## src/rtl/eau_pkg.sv

```systemverilog
package eau_pkg;
  typedef enum logic [3:0] {
    AM_ZP   = 4'd0,
    AM_ZPX  = 4'd1,
    AM_ZPY  = 4'd2,
    AM_ABS  = 4'd3,
    AM_ABSX = 4'd4,
    AM_ABSY = 4'd5,
    AM_INDX = 4'd6,
    AM_INDY = 4'd7,
    AM_IND  = 4'd8,
    AM_REL  = 4'd9
  } am_e;

  typedef enum logic [1:0] {
    FS_IDLE = 2'd0,
    FS_LO   = 2'd1,
    FS_HI   = 2'd2,
    FS_FIN  = 2'd3
  } fs_e;
endpackage

```

## src/rtl/eau_offset_add.sv

```systemverilog
module eau_offset_add #(
  parameter int DW = 8,
  parameter int AW = 2 * DW
) (
  input  logic [AW-1:0] base,
  input  logic [DW-1:0] offs,
  input  logic          sign_ext,
  input  logic          keep_page,
  output logic [AW-1:0] sum,
  output logic          crossed
);
  localparam int HW = AW - DW;

  logic [AW-1:0] ext;
  logic [AW-1:0] raw;

  always_comb begin
    ext = sign_ext ? {{HW{offs[DW-1]}}, offs} : {{HW{1'b0}}, offs};
    raw = base + ext;
    sum = keep_page ? {base[AW-1:DW], raw[DW-1:0]} : raw;
    crossed = (sum[AW-1:DW] != base[AW-1:DW]);
  end
endmodule

```

## src/rtl/eau_fetch_seq.sv

```systemverilog
module eau_fetch_seq
  import eau_pkg::*;
#(
  parameter int DW = 8,
  parameter int AW = 2 * DW
) (
  input  logic          clk,
  input  logic          rst_n,
  input  logic          start,
  input  logic [AW-1:0] lo_addr,
  input  logic [AW-1:0] hi_addr,
  input  logic [DW-1:0] rdata,
  output logic          busy,
  output logic          rd_en,
  output logic [AW-1:0] rd_addr,
  output logic          fin,
  output logic [DW-1:0] lo_byte
);
  fs_e           state;
  logic [AW-1:0] lo_q;
  logic [AW-1:0] hi_q;
  logic [DW-1:0] lo_byte_q;

  always_ff @(posedge clk) begin
    if (!rst_n) begin
      state     <= FS_IDLE;
      lo_q      <= '0;
      hi_q      <= '0;
      lo_byte_q <= '0;
    end else begin
      unique case (state)
        FS_IDLE: if (start) begin
          state <= FS_LO;
          lo_q  <= lo_addr;
          hi_q  <= hi_addr;
        end
        FS_LO:  state <= FS_HI;
        FS_HI: begin
          lo_byte_q <= rdata;
          state     <= FS_FIN;
        end
        FS_FIN: state <= FS_IDLE;
        default: state <= FS_IDLE;
      endcase
    end
  end

  always_comb begin
    busy    = (state != FS_IDLE);
    rd_en   = (state == FS_LO) || (state == FS_HI);
    rd_addr = (state == FS_HI) ? hi_q : lo_q;
    fin     = (state == FS_FIN);
    lo_byte = lo_byte_q;
  end

  // the high-byte read follows the low-byte read directly
  a_r9_hi_after_lo: assert property (@(posedge clk) disable iff (!rst_n)
    (state == FS_LO) |=> (rd_en && rd_addr == $past(hi_q)));

  // start from idle leads to a read in the next cycle
  a_r9_read_starts: assert property (@(posedge clk) disable iff (!rst_n)
    (start && !busy) |=> (rd_en && rd_addr == $past(lo_addr)));
endmodule

```

## src/rtl/eff_addr_unit.sv

```systemverilog
module eff_addr_unit
  import eau_pkg::*;
#(
  parameter int DW = 8,
  parameter int AW = 2 * DW,
  parameter int MW = 4
) (
  input  logic          clk,
  input  logic          rst_n,
  input  logic          req_valid,
  output logic          req_ready,
  input  logic [MW-1:0] req_mode,
  input  logic [DW-1:0] req_op_lo,
  input  logic [DW-1:0] req_op_hi,
  input  logic [DW-1:0] req_x,
  input  logic [DW-1:0] req_y,
  input  logic [AW-1:0] req_pc,
  output logic          mem_rd_en,
  output logic [AW-1:0] mem_addr,
  input  logic [DW-1:0] mem_rdata,
  output logic          done,
  output logic [AW-1:0] ea,
  output logic          page_cross
);
  localparam int HW = AW - DW;
  localparam logic [HW-1:0] PAGE0 = '0;

  logic          accept;
  logic          is_ind;
  logic [AW-1:0] d_base;
  logic [DW-1:0] d_off;
  logic          d_sext;
  logic          d_keep;
  logic [AW-1:0] d_sum;
  logic          d_cross;
  logic [DW-1:0] zp_idx;
  logic [AW-1:0] p_lo_addr;
  logic [AW-1:0] p_hi_addr;
  logic          f_busy;
  logic          f_fin;
  logic [DW-1:0] f_lo_byte;
  logic [AW-1:0] f_ptr;
  logic [AW-1:0] f_sum;
  logic          f_cross;
  logic [DW-1:0] y_q;
  logic          indy_q;
  logic          done_q;
  logic [AW-1:0] ea_q;
  logic          pcross_q;

  assign req_ready = !f_busy;
  assign accept    = req_valid && req_ready;

  always_comb begin
    is_ind = (req_mode == AM_INDX) || (req_mode == AM_INDY) || (req_mode == AM_IND);
    d_base = {req_op_hi, req_op_lo};
    d_off  = '0;
    d_sext = 1'b0;
    d_keep = 1'b0;
    unique case (req_mode)
      AM_ZP:   begin d_base = {PAGE0, req_op_lo}; d_keep = 1'b1; end
      AM_ZPX:  begin d_base = {PAGE0, req_op_lo}; d_off = req_x; d_keep = 1'b1; end
      AM_ZPY:  begin d_base = {PAGE0, req_op_lo}; d_off = req_y; d_keep = 1'b1; end
      AM_ABSX: d_off = req_x;
      AM_ABSY: d_off = req_y;
      AM_REL:  begin d_base = req_pc; d_off = req_op_lo; d_sext = 1'b1; end
      default: ;
    endcase
  end

  always_comb begin
    zp_idx    = req_op_lo + req_x;
    p_lo_addr = {req_op_hi, req_op_lo};
    p_hi_addr = {req_op_hi, req_op_lo} + 1'b1;
    if (req_mode == AM_INDX) begin
      p_lo_addr = {PAGE0, zp_idx};
      p_hi_addr = {PAGE0, zp_idx + 1'b1};
    end else if (req_mode == AM_INDY) begin
      p_lo_addr = {PAGE0, req_op_lo};
      p_hi_addr = {PAGE0, req_op_lo + 1'b1};
    end
  end

  eau_offset_add #(.DW(DW), .AW(AW)) i_direct_add (
    .base      (d_base),
    .offs      (d_off),
    .sign_ext  (d_sext),
    .keep_page (d_keep),
    .sum       (d_sum),
    .crossed   (d_cross)
  );

  eau_fetch_seq #(.DW(DW), .AW(AW)) i_fetch (
    .clk     (clk),
    .rst_n   (rst_n),
    .start   (accept && is_ind),
    .lo_addr (p_lo_addr),
    .hi_addr (p_hi_addr),
    .rdata   (mem_rdata),
    .busy    (f_busy),
    .rd_en   (mem_rd_en),
    .rd_addr (mem_addr),
    .fin     (f_fin),
    .lo_byte (f_lo_byte)
  );

  assign f_ptr = {mem_rdata, f_lo_byte};

  eau_offset_add #(.DW(DW), .AW(AW)) i_post_add (
    .base      (f_ptr),
    .offs      (y_q),
    .sign_ext  (1'b0),
    .keep_page (1'b0),
    .sum       (f_sum),
    .crossed   (f_cross)
  );

  always_ff @(posedge clk) begin
    if (!rst_n) begin
      y_q      <= '0;
      indy_q   <= 1'b0;
      done_q   <= 1'b0;
      ea_q     <= '0;
      pcross_q <= 1'b0;
    end else begin
      done_q <= 1'b0;
      if (accept && is_ind) begin
        y_q    <= req_y;
        indy_q <= (req_mode == AM_INDY);
      end
      if (accept && !is_ind) begin
        done_q   <= 1'b1;
        ea_q     <= d_sum;
        pcross_q <= d_cross;
      end else if (f_fin) begin
        done_q   <= 1'b1;
        ea_q     <= indy_q ? f_sum : f_ptr;
        pcross_q <= indy_q && f_cross;
      end
    end
  end

  assign done       = done_q;
  assign ea         = ea_q;
  assign page_cross = pcross_q;

  // page-zero result lands in page zero one cycle after acceptance
  a_r1_zp_page: assert property (@(posedge clk) disable iff (!rst_n)
    (accept && req_mode == AM_ZP) |=> (done && ea[AW-1:DW] == PAGE0 && !page_cross));

  // indexed page-zero result never leaves page zero
  a_r2_zp_wrap: assert property (@(posedge clk) disable iff (!rst_n)
    (accept && (req_mode == AM_ZPX || req_mode == AM_ZPY)) |=>
      (done && ea[AW-1:DW] == PAGE0 && !page_cross));

  // full address passes the operands straight through
  a_r3_abs_pass: assert property (@(posedge clk) disable iff (!rst_n)
    (accept && req_mode == AM_ABS) |=>
      (done && ea == {$past(req_op_hi), $past(req_op_lo)} && !page_cross));

  // pointer request drops ready in the next cycle
  a_r10_busy_drop: assert property (@(posedge clk) disable iff (!rst_n)
    (accept && is_ind) |=> (!req_ready && !done));

  // register-only requests issue no memory read
  a_r9_no_read: assert property (@(posedge clk) disable iff (!rst_n)
    (accept && !is_ind) |=> !mem_rd_en);
endmodule

```

## config.mk

```make
export PLATFORM = sky130hd
export DESIGN_NAME = eff_addr_unit
export DESIGN_NICKNAME = d
export VERILOG_FILES = /design/src/rtl/eau_pkg.sv /design/src/rtl/eau_offset_add.sv /design/src/rtl/eau_fetch_seq.sv /design/src/rtl/eff_addr_unit.sv
export SDC_FILE = /design/constraint.sdc
export NUM_CORES = 1
export LEC_CHECK = 0
export BUFFER_PORTS_ARGS = -buffer_cell sky130_fd_sc_hd__buf_2
export CAP_MARGIN = 10
export CORE_UTILIZATION = 30
export DETAILED_ROUTE_END_ITERATION = 10
export REMOVE_ABC_BUFFERS = 1
export SYNTH_ARGS = -nofsm -noshare
export SYNTH_HDL_FRONTEND = slang
export SYNTH_SLANG_ARGS = --single-unit
```

## constraint.sdc

```tcl
create_clock -name clk -period 10.45 [get_ports clk]
set_input_delay 2.09 -clock clk [delete_from_list [all_inputs] [get_ports clk]]
set_output_delay 2.09 -clock clk [all_outputs]
set_load 0.05 [all_outputs]
```

==> metrics.txt <==
Post-DP HPWL=between 10,000 and 15,000 um; flop2flop setup slack=between 7 and 8 ns; CTS resizes=0; Setup crit end kind=register; Reg2Reg Launch Point=i_fetch.lo_byte[0]; post-CTS setup buffers=0; gr ovfl total=0; Hold Crit Endpoint=i_fetch.lo_q[14]; share of cells above drive strength 1=approximately a fifth; clk slew on worst S/H paths=~0.06 ns; H-tree levels=3; initial core utilization=30.7%; Clock Power Share=around a third; max cap viols=0; top cell type's share of synthesized area=between 20% and 30%; Internal Power=between 0.6 and 0.7 mW; post-route minimum period=about 6 ns; syn avg cell area=~8.1 um^2; CTS buffer count=9; Setup TNS Final=0 ns; CTS tree=done; failing checks=DRC; Root Buffer=clkbuf_16; synth unique cells=73; GPL Wtd Cong=0.853; Die Y=138 um; placeable core area=about 0.018 mm^2; pre-CTS setup slack=approximately 4.2 ns; P_sw=approximately 0.36 mW; worst hold path cell count=2; starting DRC count in detailed routing=approximately 310; Area Overhead vs Synth=17.0%; maximum fanout along the worst path=10; WL/cell=15.9 um; Flop pwr share=a little under a third; clk_lat worst skew=around 0.35 ns; Die Span X=around 140 um; top cells by area, synth=dfxtp_1 (25%), ha_1 (7.2%), xnor2_1 (5.5%); vias in the first global route=just under 5,000; Synth Flop Type=dfxtp_1; Slew @ Worst Pin=0.952 ns; critical path arrival=6.06 ns; Async SR Flop Fraction=0%; Peak VDD IR=85.0 uV; max_slew headroom=about 37%; row count=49; drt pass-1 iters=8; DRC viols=9; Cells after Synth=689; DR vias=about 5,000; DRT Wirelength=around 16,000 um; CTS max path bufs=2; global-route wire length before repair=25,700 um; PD cells=149 mW/mm^2; status=complete, but fails checks; total global-route track usage=between 10% and 20%; #FFs+latches synth=a little under 70; Worst Min Path Start=i_fetch.lo_q[14]; Slew Limit Fails=0; # port buffers=slightly below 100; synthesized area=~0.0056 mm^2; fin worst setup slack=around 4.6 ns; worst r2r dst=ea[12]; Ant. Diodes=0; Fin. Hold Viols=0; Yosys top cell by area=dfxtp_1; critical path type=in2reg; switching share of total power=between 30% and 40%; initial antenna violation count=1; Pleak=2.75 nW; clk sinks=a little under 70; synth warn=0; Die ar.=about 0.019 mm^2; Tcrit/Tclk final=between 50% and 60%; HP Class=reg2reg; RSZ-0062 raised after global routing=false; # setup viols final=0; Reg2Reg Depth=12; fill cell count=between 1,500 and 2,000; vias per cell=between 5 and 6; EDFF count, synth=0; largest net degree at the start of global routing=~70; Required @ worst endpoint=10.69 ns; skew final=approximately 0.0044 ns; I/O pins=99; combinational group share of total power=approximately a third; FMAX=roughly 0.17 GHz; hold-fix buffer count after cts=0; sequential share of the synthesized area=24.9%; Critical Path Start Type=input port; nets@finish=860; Final ANT Viol Nets=0
[state kept, by name, indices dropped and copies added, names as in the netlist]
name,count
indy_q,1
ea,16
done,1
y_q,8
page_cross,1
i_fetch.lo_byte,8
i_fetch.lo_q,16
i_fetch.state,2
i_fetch.hi_q,16
[cells in the final DEF, fill, tap and decap left out, types with 3 or more instances in the layout]
master / instances
a211oi_1: 16
a21boi_0: 24
a21o_1: 5
a21oi_1: 29
a222oi_1: 7
a22o_1: 4
a22oi_1: 11
a31oi_1: 6
and3_1: 6
buf_2: 98
buf_4: 7
clkbuf_16: 9
dfxtp_1: 69
fa_1: 3
ha_1: 32
inv_1: 25
mux2_2: 22
mux2i_1: 16
nand2_1: 71
nand2b_1: 7
nand3_1: 40
nand4_1: 10
nor2_1: 53
nor2b_1: 28
nor3_1: 10
o211a_1: 8
o211ai_1: 8
o21a_1: 11
o21ai_0: 16
o21bai_1: 3
or3_1: 4
xnor2_1: 35
xor2_1: 20
[logic make-up after synthesis]
family	Yosys count	synth area share, %
flip-flops	69	24.9
XOR/XNOR	56	9.08
AO/OA/AOI/OAI	176	23.3
AND/OR/NAND/NOR	246	22.0
buffers and inverters	69	5.20
adder cells (fa/ha/maj)	35	8.29
multiplexers	38	7.34
[cell usage after synthesis (7+ instances only)]
master	number
a211oi_1	16
a21boi_0	24
a21oi_1	29
a222oi_1	7
a22oi_1	11
clkbuf_1	31
dfxtp_1	69
ha_1	32
inv_1	25
mux2_2	22
mux2i_1	16
nand2_1	71
nand2b_1	7
nand3_1	40
nand4_1	10
nor2_1	53
nor2b_1	28
nor3_1	10
o211a_1	8
o211ai_1	8
o21a_1	11
o21ai_0	16
xnor2_1	35
xor2_1	20
[power by group through the flow]
stage | Clock (mW) | Sequential, mW | Combinational [mW]
global route | 0.343 | 0.308 | 0.375
detailed placement | 0 | 0.310 | 0.343
finish | 0.324 | 0.304 | 0.342
CTS | 0.333 | 0.304 | 0.344
floorplan | 0 | 0.349 | 0.210
global placement | 0 | 0.309 | 0.342
[cell type report]
cell class              count  area, um^2  area share (%)
flip-flops and latches     69        1380            21.3
inverters                  26        97.6            1.50
clock buffers              13         260            4.01
multi-input cells         551        3880            59.8
well taps                 229         287            4.41
clock inverters             3        43.8           0.674
repair buffers            105         543            8.36
[how the worst max path moves through the flow]
stage | from | endpoint | cells after the start
floorplan | req_mode[0] | page_cross | 17
global placement | req_mode[0] | page_cross | 18
detailed placement | req_mode[0] | page_cross | 18
CTS | req_mode[0] | page_cross | 18
global route | req_mode[0] | page_cross | 18
finish | req_mode[0] | page_cross | 18
[metrics by stage]
stage | cell area [um^2] | utilization, % | power (mW) | hold slack, ns | cells
3_3_place_gp | 6190 | 34.2 | 0.651 | 0.451 | 980
5_1_grt | 6500 | 35.9 | 1.03 | 0.478 | 996
2_1_floorplan | 5360 | - | 0.559 | 0.438 | 646
4_1_cts | 6500 | 35.9 | 0.981 | 0.463 | 996
3_5_place_dp | 6190 | 34.2 | 0.652 | 0.455 | 980
6_report | 6500 | 35.9 | 0.969 | 0.458 | 996
[critical path: stages]
cell and delay (ns):
buf_2 0.19, inv_1 0.14, or3_1 0.39, a21oi_1 0.49, a222oi_1 0.14, inv_1 0.10
ha_1 0.16, inv_1 0.05, fa_1 0.37, nand2b_1 0.19, a21oi_1 0.32, o21ai_4 0.14
a21oi_2 0.22, o2111a_1 0.23, o21ai_0 0.15, a31o_1 0.26, a2111oi_2 0.31, o22ai_1 0.11
[layer usage]
metal	share of wire, %	wire length (um)	vias up	track usage (%)
met5	0	0	-	0
met4	3.5	552	0	8.93
met3	4.5	708	31	3.33
met2	44	7030	105	27.0
met1	48	7510	2355	21.8
li1	-	-	2626	-
No activity file was read; power rests on OpenSTA's default activity.
